## config.mk

```make
export PLATFORM = sky130hd
export DESIGN_NAME = npc_unit
export DESIGN_NICKNAME = d
export VERILOG_FILES = /design/src/rtl/npc_pkg.sv /design/src/rtl/npc_targets.sv /design/src/rtl/npc_cond.sv /design/src/rtl/npc_select.sv /design/src/rtl/npc_unit.sv
export SDC_FILE = /design/constraint.sdc
export NUM_CORES = 1
export LEC_CHECK = 0
export BUFFER_PORTS_ARGS = -buffer_cell sky130_fd_sc_hd__buf_2
export CORE_ASPECT_RATIO = 1.25
export CORE_MARGIN = 3
export CORE_UTILIZATION = 49
export DETAILED_ROUTE_END_ITERATION = 8
export PLACE_DENSITY = 0.85
export SLEW_MARGIN = 25
export SYNTH_ARGS = -nofsm -noshare
export SYNTH_HDL_FRONTEND = slang
export SYNTH_HIERARCHICAL = 1
export SYNTH_SLANG_ARGS = --single-unit
```

## constraint.sdc

```tcl
create_clock -name vclk -period 4.8
set_clock_uncertainty 0.05 [all_clocks]
set_input_delay 0.96 -clock vclk [all_inputs]
set_output_delay 0.96 -clock vclk [all_outputs]
set_load 0.005 [all_outputs]
```

## src/rtl/npc_pkg.sv

```systemverilog
package npc_pkg;
  typedef enum logic [2:0] {
    BR_NONE = 3'd0,
    BR_EQ   = 3'd1,
    BR_NEZ  = 3'd2,
    BR_LE   = 3'd3,
    BR_LTZ  = 3'd4
  } br_kind_e;

  typedef enum logic [1:0] {
    SEL_SEQ = 2'd0,
    SEL_BR  = 2'd1,
    SEL_JMP = 2'd2,
    SEL_REG = 2'd3
  } npc_sel_e;
endpackage

```

## src/rtl/npc_targets.sv

```systemverilog
module npc_targets #(
  parameter int XLEN     = 32,
  parameter int JADDR_W  = 26,
  parameter int WSHIFT   = 2
) (
  input  logic [XLEN-1:0]    pc_i,
  input  logic [XLEN-1:0]    imm_i,
  input  logic [JADDR_W-1:0] jaddr_i,
  output logic [XLEN-1:0]    seq_o,
  output logic [XLEN-1:0]    br_tgt_o,
  output logic [XLEN-1:0]    jmp_tgt_o
);
  localparam int REGION_W = XLEN - JADDR_W - WSHIFT;
  localparam logic [XLEN-1:0] STEP = XLEN'(1) << WSHIFT;

  assign seq_o     = pc_i + STEP;
  assign br_tgt_o  = seq_o + (imm_i << WSHIFT);
  assign jmp_tgt_o = {pc_i[XLEN-1 -: REGION_W], jaddr_i, {WSHIFT{1'b0}}};
endmodule

```

## src/rtl/npc_cond.sv

```systemverilog
module npc_cond
  import npc_pkg::*;
#(
  parameter int XLEN       = 32,
  parameter bit SIGNED_CMP = 1'b1
) (
  input  logic [XLEN-1:0] rs_i,
  input  logic [XLEN-1:0] rt_i,
  input  logic [2:0]      kind_i,
  output logic            taken_o
);
  logic eq, nez, ltz, le;

  assign eq  = (rs_i == rt_i);
  assign nez = |rs_i;
  assign ltz = rs_i[XLEN-1];

  generate
    if (SIGNED_CMP) begin : g_signed
      assign le = ($signed(rs_i) <= $signed(rt_i));
    end else begin : g_unsigned
      assign le = (rs_i <= rt_i);
    end
  endgenerate

  always_comb begin
    unique case (kind_i)
      BR_EQ:   taken_o = eq;
      BR_NEZ:  taken_o = nez;
      BR_LE:   taken_o = le;
      BR_LTZ:  taken_o = ltz;
      default: taken_o = 1'b0;
    endcase
  end
endmodule

```

## src/rtl/npc_select.sv

```systemverilog
module npc_select
  import npc_pkg::*;
#(
  parameter int XLEN = 32
) (
  input  logic            jreg_i,
  input  logic            jmp_i,
  input  logic            taken_i,
  input  logic [XLEN-1:0] seq_i,
  input  logic [XLEN-1:0] br_tgt_i,
  input  logic [XLEN-1:0] jmp_tgt_i,
  input  logic [XLEN-1:0] reg_tgt_i,
  output logic [XLEN-1:0] next_o
);
  npc_sel_e sel;

  // fixed priority: register jump, region jump, branch, sequential
  always_comb begin
    if (jreg_i)       sel = SEL_REG;
    else if (jmp_i)   sel = SEL_JMP;
    else if (taken_i) sel = SEL_BR;
    else              sel = SEL_SEQ;
  end

  always_comb begin
    unique case (sel)
      SEL_REG: next_o = reg_tgt_i;
      SEL_JMP: next_o = jmp_tgt_i;
      SEL_BR:  next_o = br_tgt_i;
      default: next_o = seq_i;
    endcase
  end
endmodule

```

## src/rtl/npc_unit.sv

```systemverilog
module npc_unit
  import npc_pkg::*;
#(
  parameter int XLEN       = 32,
  parameter int JADDR_W    = 26,
  parameter int WSHIFT     = 2,
  parameter bit SIGNED_CMP = 1'b1
) (
  input  logic [XLEN-1:0]    pc_i,
  input  logic [XLEN-1:0]    imm_i,
  input  logic [JADDR_W-1:0] jaddr_i,
  input  logic [XLEN-1:0]    rs_val_i,
  input  logic [XLEN-1:0]    rt_val_i,
  input  logic [2:0]         br_kind_i,
  input  logic               jump_i,
  input  logic               link_i,
  input  logic               jreg_i,
  output logic [XLEN-1:0]    next_pc_o,
  output logic [XLEN-1:0]    link_val_o,
  output logic               link_we_o,
  output logic               br_taken_o
);
  logic [XLEN-1:0] seq, br_tgt, jmp_tgt;
  logic            taken;

  npc_targets #(.XLEN(XLEN), .JADDR_W(JADDR_W), .WSHIFT(WSHIFT)) u_tgt (
    .pc_i      (pc_i),
    .imm_i     (imm_i),
    .jaddr_i   (jaddr_i),
    .seq_o     (seq),
    .br_tgt_o  (br_tgt),
    .jmp_tgt_o (jmp_tgt)
  );

  npc_cond #(.XLEN(XLEN), .SIGNED_CMP(SIGNED_CMP)) u_cond (
    .rs_i    (rs_val_i),
    .rt_i    (rt_val_i),
    .kind_i  (br_kind_i),
    .taken_o (taken)
  );

  npc_select #(.XLEN(XLEN)) u_sel (
    .jreg_i    (jreg_i),
    .jmp_i     (jump_i | link_i),
    .taken_i   (taken),
    .seq_i     (seq),
    .br_tgt_i  (br_tgt),
    .jmp_tgt_i (jmp_tgt),
    .reg_tgt_i (rs_val_i),
    .next_o    (next_pc_o)
  );

  assign link_val_o = seq;
  assign link_we_o  = link_i;
  assign br_taken_o = taken;
endmodule

```

==> out/metrics.csv, run 1 <==
metric,value,unit
Last stage,5_1_grt,
Synth warnings,6,
GRT Total Usage,0.7926,
chip width,91.24,µm
GR repair worst EP,next_pc_o[25],
unique cell type count in the Yosys netlist,62,
# rows,38,
post-synthesis cell count,646,
stop err,[ERROR GRT-0232] Routing congestion too high. Check the congestion heatmap in the GUI.,
largest net degree at the start of global routing,33,
starting density of the core,0.5087,
mapped cell area,4451,µm²
grt total ovfl,129,
Hold Buf Count CTS,0,
syn avg cell area,6.889,µm²
GP Congestion,0.9440,
Die H,112.6,µm
Area after DPL,6588,µm²
I/O pins,226,
sequential area share after synthesis,0,
DPL Wire Length,16.87,mm
status,did not finish,
PortBufs,224,
Worst endpoint type,top-level output,
[per-layer routing]
layer,GRT overflow,track usage
met2,91,0.9872
met4,35,0.8803
met3,3,0.6039
met5,0,0.1127
met1,0,0.7671
[cell families after synthesis]
logic type | after synthesis | synth area share
AOI/OAI and AO/OA | 221 | 0.3469
xor gates and xnor gates | 50 | 0.1001
muxes | 3 | 0.006748
adders and majority gates | 66 | 0.1872
buffers and inverters | 113 | 0.1341
other | 1 | 0.0008426
and+or+nand+nor | 192 | 0.2241
[cells in the mapped netlist, drive strengths merged, types with 3 or more instances]
library cell,n,area (µm²)
a21boi,4,30.03
nor2,45,168.9
a21o,5,37.54
nand3,23,115.1
a221oi,3,26.28
a2111oi,3,26.28
clkbuf,11,41.29
xor2,17,148.9
o31ai,3,27.52
or2,3,18.77
a21oi,78,390.4
o211ai,6,45.04
ha,65,813.3
o22ai,68,613.1
inv,53,198.9
nand2b,5,31.28
nor4,15,123.9
a31oi,5,31.28
a211oi,5,37.54
o21ai,22,110.1
o21bai,4,30.03
nor3,11,55.05
nand4,20,152.6
nor2b,4,25.02
buf,49,356.6
xnor2,33,296.5
and3,3,18.77
nand2,50,187.7
mux2i,3,30.03
[metrics by stage]
step,TNS (ns),util,std cells,hold WS [ns],worst slack (ns)
2_1_floorplan,0,-,647,1.921,0.1182
3_3_place_gp,-4.197,0.7530,1097,2.046,-0.4549
3_5_place_dp,-5.827,0.7530,1097,2.059,-0.5486
4_1_cts,-3.284,0.8471,1126,2.060,-0.1860
[what timing repair did]
| item | CTS |
|---|---|
| setup buffers | 23 |
| endpoints found under the setup margin | 32 |
| gates resized for setup | 112 |
| cloned | 7 |
| endpoints found under the hold margin | 0 |
| pin swaps | 40 |
==> inputs of run 2 (changes only) <==
--- a/config.mk
+++ b/config.mk
@@ -6,11 +6,10 @@
 export NUM_CORES = 1
 export LEC_CHECK = 0
 export BUFFER_PORTS_ARGS = -buffer_cell sky130_fd_sc_hd__buf_2
-export CORE_ASPECT_RATIO = 1.25
 export CORE_MARGIN = 3
-export CORE_UTILIZATION = 49
+export CORE_UTILIZATION = 35
 export DETAILED_ROUTE_END_ITERATION = 8
-export PLACE_DENSITY = 0.85
+export PLACE_DENSITY_LB_ADDON = 0.15
 export SLEW_MARGIN = 25
 export SYNTH_ARGS = -nofsm -noshare
 export SYNTH_HDL_FRONTEND = slang
==> run 2 against run 1 <==
The flow now finishes, with violations (negative setup slack). Synthesized cell count unchanged. Synthesized area unchanged.
==> out/metrics.csv, run 2 <==
metric,value,unit
GP Congestion,0.9407,
seq_cells,0,
slew at the pin with the worst max-slew slack,0.8829,ns
Final WS setup,-0.3155,ns
crit-path most repeated cell,buf_6,
I/O pins,226,
starting density of the core,0.3644,
Antenna Nets Post-Route,0,
CP max FO,4,
status,"complete, but fails checks",
Lkg Pwr,4.088,nW
failing checks,negative setup slack,
Core ar.,12210,µm²
Worst path slowest cell,nor4_4,
total chip power,1.052,mW
initial antenna violation count,0,
CP bufs+invs,5,
RSZ-0062 raised after global routing,yes,
FILL cells,1026,
syn avg cell area,6.889,µm²
f_max,0.1955,GHz
crit path launch type,input port,
Hold Buf Count CTS,0,
diode count,0,
share of cells above drive strength 1,0.6426,
WP data arrival,4.11,ns
via count,6726,
largest net degree at the start of global routing,36,
Routed wire per std cell,19.64,µm
Reg area,0,µm²
Commonest cells post-synth,"a21oi_1 (78), ha_1 (65), inv_1 (52)",
Worst Setup Path Type,in2out,
WHS,2.050,ns
DPL Wire Length,17.80,mm
"area leader, netlist",ha_1,
most numerous cell in the Yosys netlist,a21oi_1,
"Req. time, crit path",3.79,ns
Crit path largest cell delay,0.37,ns
Worst slew margin,0.4108,
fin. max-slew vios,0,
unique cell type count in the Yosys netlist,62,
Final setup viols,13,
Via density,5.577,
PortBufs,224,
PD cells,120.1,nW/µm²
met2 Use GR,0.5140,
Synth top area share,0.1827,
Crit. End Element,primary output,
Worst VDD drop,0.00007307,V
drt total wl,23.69,mm
mapped cell area,4451,µm²
total of clock buffers placed in the layout,0,
worst hold path class,in2out,
final hold violations,0,
global-route wire length before repair,33.50,mm
Area Growth Syn to Fin,96.91,%
number of global-route vias before repair,6509,
GRT Total Usage,0.2894,
gr busiest metal,met2,
most frequent cells in the layout,"buf_4 (203), buf_2 (202), a21oi_1 (58)",
Max-cap violations,0,
post-synthesis cell count,646,
"commonest non-fill, non-tap cell in the layout",buf_4,
First DRT Iteration DRCs,437,
DRT Pass-1 Iters,5,
Die H,118.8,µm
Area contributors post-synth,"ha_1 (18%), a21oi_1 (8.8%), o22ai_2 (8.4%)",
sequential area share after synthesis,0,
chip width,118.8,µm
Synth warnings,6,
"Cell Chain, Critical Path",buf_6 > nand4_1 > buf_6 > nor4_4 > nand2_1 > xnor2_2 > ha_4 > buf_6 > nand2_2 > o211ai_1 > a31oi_1 > buf_4 > o21ai_1 > o21ba_4 > xnor2_4 > o22ai_1 > a21oi_1 > buf_2,
met3 Usage GRT,0.04641,
die area,14110,µm²
M1 GR Usage,0.3718,
Period minus WS final,5.115,ns
nets,1266,
multi-input logic area,5219,µm²
Sum Neg Setup Slack,-1.699,ns
Final Cycle Share,1.066,
# rows,40,
grt total ovfl,0,
cell family with most CP delay,compound AO/OA/AOI/OAI gates,
drt drc,0,
==> run 2: cell counts after synthesis <==
No cell type changed its count.
==> run 2: final timing paths <==
kind                     start       endpoint  slack, ns  cells after the start
worst min-delay path    link_i      link_we_o       2.05                      2
worst max-delay path  pc_i[13]  next_pc_o[30]      -0.32                     18
==> run 2: repair_timing <==
item,4_1_cts,5_1_grt
gates cloned,1,1
buffers inserted,28,14
endpoints found under the setup margin,32,32
gates resized for setup,163,145
pin swaps,88,94
==> run 2: report_power, final <==
group / switching [mW] / internal [mW]
Combinational: 0.518 / 0.534
Sequential: 0 / 0
Clock: 0 / 0
Total: 0.518 / 0.534
==> run 2: cells by family after synthesis <==
logic type | synth area share
and+or+nand+nor | 0.2241
xor gates and xnor gates | 0.1001
adders and majority gates | 0.1872
AOI/OAI and AO/OA | 0.3469
other | 0.0008426
buffers and inverters | 0.1341
muxes | 0.006748
==> run 2: layout make-up <==
type,count,area share
timing repair buffer,451,0.3569
multi-input combinational,534,0.5955
tap,168,0.02399
inverter,53,0.02356
==> run 2: routing by layer <==
| layer | wire [µm] | up-vias |
|---|---|---|
| met2 | 11930 | 296 |
| li1 | - | 3154 |
| met1 | 9421 | 3237 |
| met3 | 1906 | 39 |
| met5 | 0 | - |
| met4 | 432 | 0 |
==> run 2: through the flow <==
step | cell area, µm² | util | cells | setup WS (ns)
after floorplan | 4454 | - | 647 | 0.1182
after global placement | 6843 | 0.5603 | 1171 | -0.5469
after detailed placement | 6843 | 0.5603 | 1171 | -0.5694
after CTS | 7854 | 0.6431 | 1195 | -0.2141
after global routing | 8763 | 0.7176 | 1206 | -0.4452
final | 8763 | 0.7176 | 1206 | -0.3155
(Power assumes the default switching activity.)
